<file path="config.mk">
export PLATFORM = sky130hd
export DESIGN_NAME = matmul_array
export DESIGN_NICKNAME = d
export VERILOG_FILES = /design/src/rtl/matmul_pkg.sv /design/src/rtl/matmul_ctrl.sv /design/src/rtl/matmul_dp.sv /design/src/rtl/matmul_array.sv
export SDC_FILE = /design/constraint.sdc
export NUM_CORES = 2
export LEC_CHECK = 0
export ABC_AREA = 0
export BUFFER_PORTS_ARGS = -buffer_cell sky130_fd_sc_hd__buf_2
export CAP_MARGIN = 20
export CORE_ASPECT_RATIO = 0.6
export CORE_MARGIN = 1.5
export CORE_UTILIZATION = 27
export CTS_CLUSTER_SIZE = 8
export DETAILED_ROUTE_END_ITERATION = 8
export PLACE_DENSITY = 0.41
export SETUP_SLACK_MARGIN = 0.5
export SYNTH_ARGS = -nofsm -noshare
export SYNTH_HDL_FRONTEND = slang
export SYNTH_SLANG_ARGS = --single-unit
</file>
<file path="constraint.sdc">
create_clock -name clk -period 7.13 [get_ports clk]
set_clock_uncertainty 0.15 [all_clocks]
set_input_delay 0 -clock clk [delete_from_list [all_inputs] [get_ports clk]]
set_output_delay 0 -clock clk [all_outputs]
set_load 0.005 [all_outputs]
</file>
<file path="src/rtl/matmul_pkg.sv">
package matmul_pkg;

  // Strobes passed from the sequencer to the datapath.
  typedef struct packed {
    logic loadEn;  // capture the stationary operand
    logic mulEn;   // register the products of the current column
    logic addEn;   // register the column sums
  } strobe_t;

endpackage

</file>
<file path="src/rtl/matmul_ctrl.sv">
module matmul_ctrl
  import matmul_pkg::*;
#(
  parameter int N = 3
) (
  input  logic    clk,
  input  logic    rstN,
  input  logic    loadA,
  input  logic    start,
  input  logic    bValid,
  output strobe_t strb,
  output logic    busy,
  output logic    accept,
  output logic    cValid,
  output logic    done
);

  localparam int CW = (N > 1) ? $clog2(N) : 1;
  localparam logic [CW-1:0] LAST = CW'(N - 1);

  logic [CW-1:0] colCnt;
  logic          prodValid;
  logic          prodLast;
  logic          sumLast;
  logic          isLast;

  assign accept = bValid && busy;
  assign isLast = (colCnt == LAST);

  always_comb begin
    strb        = '0;
    strb.loadEn = loadA && !busy;
    strb.mulEn  = accept;
    strb.addEn  = prodValid;
  end

  // Run tracking: start arms only when idle; the N-th accepted column disarms.
  always_ff @(posedge clk) begin
    if (!rstN) begin
      busy   <= 1'b0;
      colCnt <= '0;
    end else if (!busy) begin
      if (start) begin
        busy   <= 1'b1;
        colCnt <= '0;
      end
    end else if (accept) begin
      if (isLast) begin
        busy   <= 1'b0;
        colCnt <= '0;
      end else begin
        colCnt <= colCnt + CW'(1);
      end
    end
  end

  // Valid and last-column tags ride alongside the two datapath stages.
  always_ff @(posedge clk) begin
    if (!rstN) begin
      prodValid <= 1'b0;
      prodLast  <= 1'b0;
      cValid    <= 1'b0;
      sumLast   <= 1'b0;
      done      <= 1'b0;
    end else begin
      prodValid <= accept;
      prodLast  <= accept && isLast;
      cValid    <= prodValid;
      sumLast   <= prodValid && prodLast;
      done      <= cValid && sumLast;
    end
  end

endmodule

</file>
<file path="src/rtl/matmul_dp.sv">
module matmul_dp
  import matmul_pkg::*;
#(
  parameter int N  = 3,
  parameter int DW = 8,
  parameter int OW = 2 * DW + $clog2(N)
) (
  input  logic              clk,
  input  logic              rstN,
  input  strobe_t           strb,
  input  logic [N*N*DW-1:0] aIn,
  input  logic [N*DW-1:0]   bIn,
  output logic [N*OW-1:0]   cOut,
  output logic [N*N*DW-1:0] aView
);

  localparam int PW  = 2 * DW;
  localparam int EXT = OW - PW;

  // Grid cell (r,c) holds A[c][r]; grid row r is fed by B element r.
  logic signed [DW-1:0] aCell   [N][N];
  logic signed [DW-1:0] bElem   [N];
  logic signed [PW-1:0] prodReg [N][N];
  logic signed [OW-1:0] colSum  [N];
  logic signed [OW-1:0] sumReg  [N];

  for (genvar r = 0; r < N; r++) begin : g_bsplit
    assign bElem[r] = bIn[r*DW +: DW];
  end

  for (genvar r = 0; r < N; r++) begin : g_vrow
    for (genvar c = 0; c < N; c++) begin : g_vcol
      assign aView[(c*N+r)*DW +: DW] = aCell[r][c];
    end
  end

  for (genvar c = 0; c < N; c++) begin : g_cpack
    assign cOut[c*OW +: OW] = sumReg[c];
  end

  // Stationary operand.
  always_ff @(posedge clk) begin
    if (!rstN) begin
      for (int r = 0; r < N; r++)
        for (int c = 0; c < N; c++)
          aCell[r][c] <= '0;
    end else if (strb.loadEn) begin
      for (int r = 0; r < N; r++)
        for (int c = 0; c < N; c++)
          aCell[r][c] <= aIn[(c*N+r)*DW +: DW];
    end
  end

  // Multiply stage: one registered product per grid cell.
  always_ff @(posedge clk) begin
    if (!rstN) begin
      for (int r = 0; r < N; r++)
        for (int c = 0; c < N; c++)
          prodReg[r][c] <= '0;
    end else if (strb.mulEn) begin
      for (int r = 0; r < N; r++)
        for (int c = 0; c < N; c++)
          prodReg[r][c] <= aCell[r][c] * bElem[r];
    end
  end

  // Column adder chains: N-1 two-input adds per grid column after trimming.
  always_comb begin
    for (int c = 0; c < N; c++) begin
      colSum[c] = '0;
      for (int r = 0; r < N; r++)
        colSum[c] = colSum[c] + {{EXT{prodReg[r][c][PW-1]}}, prodReg[r][c]};
    end
  end

  // Add stage.
  always_ff @(posedge clk) begin
    if (!rstN) begin
      for (int c = 0; c < N; c++)
        sumReg[c] <= '0;
    end else if (strb.addEn) begin
      for (int c = 0; c < N; c++)
        sumReg[c] <= colSum[c];
    end
  end

endmodule

</file>
<file path="src/rtl/matmul_array.sv">
module matmul_array
  import matmul_pkg::*;
#(
  parameter int N  = 3,
  parameter int DW = 8,
  localparam int OW = 2 * DW + $clog2(N)
) (
  input  logic              clk,
  input  logic              rstN,
  input  logic              loadA,
  input  logic [N*N*DW-1:0] aIn,
  input  logic              start,
  input  logic              bValid,
  input  logic [N*DW-1:0]   bIn,
  output logic              cValid,
  output logic [N*OW-1:0]   cOut,
  output logic              done
);

  strobe_t           strb;
  logic              busy;
  logic              accept;
  logic [N*N*DW-1:0] aView;

  matmul_ctrl #(.N(N)) ctrl_i (
    .clk    (clk),
    .rstN   (rstN),
    .loadA  (loadA),
    .start  (start),
    .bValid (bValid),
    .strb   (strb),
    .busy   (busy),
    .accept (accept),
    .cValid (cValid),
    .done   (done)
  );

  matmul_dp #(.N(N), .DW(DW), .OW(OW)) dp_i (
    .clk   (clk),
    .rstN  (rstN),
    .strb  (strb),
    .aIn   (aIn),
    .bIn   (bIn),
    .cOut  (cOut),
    .aView (aView)
  );

endmodule

</file>
# After elaboration in Yosys (flattened, before gate mapping)

Memory sizes are Yosys's and may differ from the RTL's.
Index checks and enable logic that the tools add are counted.

Add/sub/neg operators: 7
Bitwise operators: 21
Mux-type cells: 39
Reductions and logical operators: 8
$mul: 9
Equality and inequality tests: 2

Operator list:

| operator                                     | count |
|---|---|
| multiplier 8 x 8 -> 16 bit                   | 9 |
| 2-to-1 mux 16 bit                            | 9 |
| 2-to-1 mux 8 bit                             | 9 |
| adder 18 bit                                 | 3 |
| 2-to-1 mux 18 bit                            | 3 |
| adder 16 x 16 -> 17 bit                      | 3 |
| OR 1 bit                                     | 21 |
| 2-to-1 mux 1 bit                             | 14 |
| 2-to-1 mux 2 bit                             | 4 |
| logical AND 1 bit                            | 5 |
| adder 2 x 1 -> 2 bit, second input constant  | 1 |
| equality test 2 bit, second input constant   | 1 |
| inequality test 2 bit, second input constant | 1 |
| AND reduction 2 bit                          | 1 |
| nonzero test 2 bit                           | 1 |
| zero test 1 bit                              | 1 |

Memories kept: 3
Register bits after elaboration: 8
RAM bits: 270
Word-level logic and storage cells: 96
Output and inout bits: 56
Input bits: 101

Memories:

| memory       | depth | bits a word | rd ports | clocked after memory_dff | write ports | line            | text |
|---|---|---|---|---|---|---|---|
| dp_i.prodReg | 3     | 48          | 3        | 0                        | 3           | matmul_dp.sv:23 | `logic signed [PW-1:0] prodReg [N][N];` |
| dp_i.aCell   | 3     | 24          | 3        | 0                        | 3           | matmul_dp.sv:21 | `logic signed [DW-1:0] aCell [N][N];` |
| dp_i.sumReg  | 3     | 18          | 3        | 0                        | 3           | matmul_dp.sv:25 | `logic signed [OW-1:0] sumReg [N];` |

# Logic depth before layout (Yosys ltp)

Word-level depth: 6
Depth in mapped cells: 18
Gate-level depth less buffers: 17

# Modules after synthesis

From an unflattened synthesis, not the netlist that was laid out.

Cell total of the unflattened synthesis: 3479
Area total of the unflattened synthesis: 35377.7 µm²

Modules (own cells, without submodules):

| module      | area each (µm²) | times used | sequential area each (µm²) | cells each |
|---|---|---|---|---|
| matmul_dp   | 35077.4         | 1          | 8107.8                     | 3452 |
| matmul_ctrl | 300.3           | 1          | 160.2                      | 27 |

# Least setup slack after synthesis

No wires, ideal clock.

Kind: register -> register
From: register ctrl_i.busy
To: memory dp_i.aCell[0][0] (netlist bit), enable pin
Cell stages (with the launch flop): 3
Buffers on the path: 1
Path slack: 0.879 ns
Arrival: 5.499 ns
Path through: dfxtp_1 buf_2 o21ai_0

RTL lines:

| what                   | line              | text |
|---|---|---|
| from (decl)            | matmul_ctrl.sv:12 | `output logic busy,` |
| from (signal assigned) | matmul_ctrl.sv:40 | `busy <= 1'b0;` |
| from (signal assigned) | matmul_ctrl.sv:44 | `busy <= 1'b1;` |
| from (signal assigned) | matmul_ctrl.sv:49 | `busy <= 1'b0;` |
| to (decl)              | matmul_dp.sv:21   |  |

==> flow_results.org <==
** Global routing
- Global-route wire length before repair :: roughly 160,000 µm
- The via count of the first global-routing pass came to approximately 26k.
- Grt ovf :: 0
- Antenna violations before repair :: 10
- Total global routing track utilization :: roughly 15%
- Pin count of the biggest net entering global routing :: just over 70

** Logic synthesis
- Synthesized instance count :: ~3.7k
- Portion of synthesized cell area occupied by the leading cell type :: approximately 27%
- Average cell area after synthesis :: approximately 9.9 µm²
- Total number of yosys warnings :: 0
- Of all cell types, the one taking the most synthesized area is sky130_fd_sc_hd__fa_1.
- The synthesized netlist contains 76 unique library cells.
- #FFs+latches synth :: between 200 and 300
- In the synthesized netlist the async set-or-reset flop fraction comes to 0%.
- In this run the cell area of the synthesized design comes to between 0.03 and 0.04 mm².
- Top cells by area, synth :: sky130_fd_sc_hd__fa_1, sky130_fd_sc_hd__edfxtp_1, sky130_fd_sc_hd__ha_1
- Sequential cell area fraction in the yosys report :: between 20 and 25%
- The most used flip-flop cell after synthesis is sky130_fd_sc_hd__edfxtp_1.
- The synthesized design contains 270 enable-type register cells.
- Synthesis produced a netlist with a net count of about 4.7k.

** Setup path
- In this design, the stage delay of the slowest critical-path cell is ~530 ps.
- STA classifies the critical path startpoint as a flop.
- Family of cells with the greatest summed delay on the critical path :: adder cells
- Counting both buffers and inverters, the worst setup path holds a total of 4.
- STA classifies the critical path endpoint as a flop.
- STA puts the critical path data arrival time at ~5200 ps.
- Critical Path Fanout Max :: 8
- Cells along the critical path :: and2_1 > fa_1 > inv_1 > fa_1 > inv_1 > fa_1 > inv_1 > fa_1 > inv_1 > ha_1 > o21a_1 > a2111oi_2 > o21ai_0 > o21ai_0 > xor2_1 > nor2_1
- Setup slack, reg-to-reg :: 2080 ps
- The worst setup path is of the reg -> reg kind.
- The slowest stage of the critical path belongs to the cell sky130_fd_sc_hd__fa_1.
- At the worst endpoint, the required time is 7300 ps.

** Floorplan
- Measured along the y axis, the die boundary spans roughly 290 µm.
- The die covers approximately 0.14 mm².
- around 160 I/O pins were placed.
- Die span in x :: between 400 and 500 µm
- After floorplanning, the core was divided into ~100 placement rows.
- After floorplanning, the core was sized to cover ~0.13 mm².
- Once the floorplan was initialized, standard cells occupied 27.4% of the core.

** Cells and area
- Final non-filler cell total :: about 5.8k
- Nets :: 4,906
- Cells with a size suffix above 1 make up under 10% of the layout.
- The filler cells instantiated in the layout total around 14k.
- Compared with the post-synthesis result, the final layout area differs by 13.3%.

** Timing
- Setup violations, final :: 0
- Total Negative Setup Slacks :: 0 ps
- Final-report hold violation count :: 0
- Count of final max-slew check failures :: 0
- Tightest Pin Transition :: between 1000 and 1500 ps
- Dividing the final minimum period by the clock period gives between 70% and 80%.
- The worst pin sits at a relative slew slack of 32.6%.
- Setup repair after global routing left no endpoint under its margin.
- Subtracting the final worst setup slack from the clock period gives about 5000 ps.
- Top achievable clock speed :: slightly below 200 MHz

** Pwr
- Power comes to approximately 0.011 W.
- Leak :: 19.4 nW
- IR analysis of the VDD net gives a maximum drop of about 150 µV.
- Power per cell area :: 252 mW/mm²

** Route
- The routed layout has around 25k vias.
- In the final routed layout, each cell accounts on average for between 15 and 20 µm.
- The routed design uses around 37,000 µm of met2 wire.
- Post-detailed-route DRC marker count :: 0
- After detailed routing, the met3 layer carries 4770 µm of wire.
- First-pass iteration count of the detailed router :: 6
- Once detail routing completed, the nets flagged for antenna violations numbered 0.
- After the first detailed-routing iteration, the DRC count stood at between 1.5k and 2k.
- Post-DR vias/cell :: ~4.4
- Detailed-route wire length :: between 100,000 and 150,000 µm
- For this block, wires on met1 add up to between 50,000 and 60,000 µm.
- Highest layer used for signal routing :: met4

** Hold path
- Worst min-delay path class :: in -> reg

** Clocking
- The clock reaches the later pin of the worst-skew pair after between 600 and 700 ps.
- The clock net in this run drives a total of between 200 and 300 sinks.
- The H-tree was split into 2 levels.
- TritonCTS built the clock tree.
- CTS Root Cell :: sky130_fd_sc_hd__clkbuf_16
- Clock-pin slew on the worst setup and hold paths :: 60 ps
- Number of buffers on the longest clock path :: 3
- In this run, CTS created clock tree buffers numbering 42.

** Placement
- Placed Cells :: around 5.6k
- The congestion estimate from routability-driven global placement came to roughly 0.79.
- Input and output buffers added on the ports amount to between 150 and 200.
- Post-detail-place hpwl :: a little over 80,000 µm

** Run
- MaxCap Viol Count :: 0

** Run status
- Outcome :: complete, no violations
[worst reg2reg max path, cell delays in order (launching register included)]
cell and delay [ps]:
sky130_fd_sc_hd__edfxtp_1 520, sky130_fd_sc_hd__and2_1 240, sky130_fd_sc_hd__fa_1 530, sky130_fd_sc_hd__inv_1 60, sky130_fd_sc_hd__fa_1 530, sky130_fd_sc_hd__inv_1 50, sky130_fd_sc_hd__fa_1 470, sky130_fd_sc_hd__inv_1 50
sky130_fd_sc_hd__fa_1 470, sky130_fd_sc_hd__inv_1 40, sky130_fd_sc_hd__ha_1 300, sky130_fd_sc_hd__o21a_1 150, sky130_fd_sc_hd__a2111oi_2 480, sky130_fd_sc_hd__o21ai_0 200, sky130_fd_sc_hd__o21ai_0 240, sky130_fd_sc_hd__xor2_1 200
sky130_fd_sc_hd__nor2_1 110
[cells in the final DEF, fill, tap and decap left out, types with 16 or more instances in the layout]
cell                            instances
sky130_fd_sc_hd__nand3_1               26
sky130_fd_sc_hd__a21oi_1               80
sky130_fd_sc_hd__dlygate4sd3_1         84
sky130_fd_sc_hd__a21o_1                49
sky130_fd_sc_hd__xor2_1                33
sky130_fd_sc_hd__mux2i_1               20
sky130_fd_sc_hd__and2_1               480
sky130_fd_sc_hd__nor3_1                54
sky130_fd_sc_hd__ha_1                 360
sky130_fd_sc_hd__buf_2                156
sky130_fd_sc_hd__and3_1                32
sky130_fd_sc_hd__a211oi_1              41
sky130_fd_sc_hd__o21a_1                51
sky130_fd_sc_hd__xnor2_1              123
sky130_fd_sc_hd__inv_1                748
sky130_fd_sc_hd__clkbuf_16             42
sky130_fd_sc_hd__nor2_1               133
sky130_fd_sc_hd__nand2_1              200
sky130_fd_sc_hd__edfxtp_1             270
sky130_fd_sc_hd__a211o_1               18
sky130_fd_sc_hd__o22ai_1               16
sky130_fd_sc_hd__nor2b_1               80
sky130_fd_sc_hd__nand2b_1              39
sky130_fd_sc_hd__fa_1                 501
sky130_fd_sc_hd__o21ai_0               92
[worst paths after layout]
path | start | to | depth (start not counted)
min reg2reg | ctrl_i.sumLast$_SDFF_PN0_ | ctrl_i.done$_SDFF_PN0_ | 1
max | dp_i.aCell[0][61]$_SDFFCE_PN0P_ | dp_i.prodReg[0][125]$_SDFFCE_PN0P_ | 16
min | aIn[19] | dp_i.aCell[0][67]$_SDFFCE_PN0P_ | 3
max reg2reg | dp_i.aCell[0][61]$_SDFFCE_PN0P_ | dp_i.prodReg[0][125]$_SDFFCE_PN0P_ | 16
[power by group]
part	internal [W]	switching, W
registers	0.00199	0.000186
clock network	0.00111	0.000866
logic	0.00273	0.00363
[metal layers]
layer  track usage (%)  vias to the layer above
met5                 0                        -
met4              2.10                        0
met3              2.13                       74
met2              19.7                      437
met1              25.2                    12500
li1                  -                    12400
[cell usage after synthesis (7+ instances only)]
cell	count
sky130_fd_sc_hd__dfxtp_1	8
sky130_fd_sc_hd__mux2i_1	20
sky130_fd_sc_hd__or2_2	12
sky130_fd_sc_hd__nor2b_1	80
sky130_fd_sc_hd__o21a_1	51
sky130_fd_sc_hd__a21o_1	49
sky130_fd_sc_hd__nor2_1	133
sky130_fd_sc_hd__o311a_1	7
sky130_fd_sc_hd__a211o_1	18
sky130_fd_sc_hd__o211ai_1	13
sky130_fd_sc_hd__a21oi_1	80
sky130_fd_sc_hd__nand2_1	202
sky130_fd_sc_hd__nor4_1	10
sky130_fd_sc_hd__and2_1	480
sky130_fd_sc_hd__edfxtp_1	270
sky130_fd_sc_hd__ha_1	360
sky130_fd_sc_hd__o21ai_0	93
sky130_fd_sc_hd__nor3_1	54
sky130_fd_sc_hd__or4b_1	8
sky130_fd_sc_hd__fa_1	501
sky130_fd_sc_hd__nor3b_1	12
sky130_fd_sc_hd__xor2_1	33
sky130_fd_sc_hd__nand3_1	27
sky130_fd_sc_hd__inv_1	748
sky130_fd_sc_hd__nand4_1	15
sky130_fd_sc_hd__mux2_2	9
sky130_fd_sc_hd__clkbuf_1	76
sky130_fd_sc_hd__a2111oi_2	7
sky130_fd_sc_hd__o21bai_1	10
sky130_fd_sc_hd__xnor2_1	123
sky130_fd_sc_hd__a211oi_1	41
sky130_fd_sc_hd__nand2b_1	40
sky130_fd_sc_hd__o22ai_1	16
sky130_fd_sc_hd__and3_1	32
sky130_fd_sc_hd__a31oi_1	15
[registers in the layout (all words and copies together) (netlist names)]
name	cells
dp_i.aCell	72
dp_i.sumReg	54
ctrl_i.sumLast	1
ctrl_i.done	1
ctrl_i.cValid	1
ctrl_i.prodValid	1
dp_i.prodReg	144
ctrl_i.colCnt	2
ctrl_i.busy	1
ctrl_i.prodLast	1
[cell families after synthesis]
logic type,after synthesis,synth area share (%)
AOI/OAI and AO/OA,452,8.45
xor gates and xnor gates,156,3.70
adders and majority gates,861,39.4
buffers and inverters,833,8.49
DFF,278,22.4
muxes,29,0.818
and+or+nand+nor,1124,16.7
[stage by stage]
step	worst slack, ps	utilization (%)	instance area (µm²)	hold WS [ps]
after global routing	1850	31.0	41800	18.6
after CTS	2110	31.0	41800	0.935
after detailed placement	2100	29.5	39700	129
after global placement	2120	29.5	39700	128
final	2080	31.0	41800	34.6
after floorplan	879	-	36900	-6.17
[final cells by class]
class	count	area [µm²]	share of cell area [%]
Clock buffer	57	1110	2.65
Antenna cell	5	12.5	0.0299
Tap cell	1802	2250	5.40
Timing Repair Buffer	251	1700	4.08
Inverter	749	2810	6.73
Multi-Input combinational cell	2622	25500	61.1
Sequential cell	278	8270	19.8
Clock inverter	7	101	0.243
[what timing repair did]
item	in CTS	in global routing
hold buffers	84	0
hold endpoints to repair	107	0
gates resized for setup	0	0
setup buffers	0	0
Power figures use the tool's default switching activity.
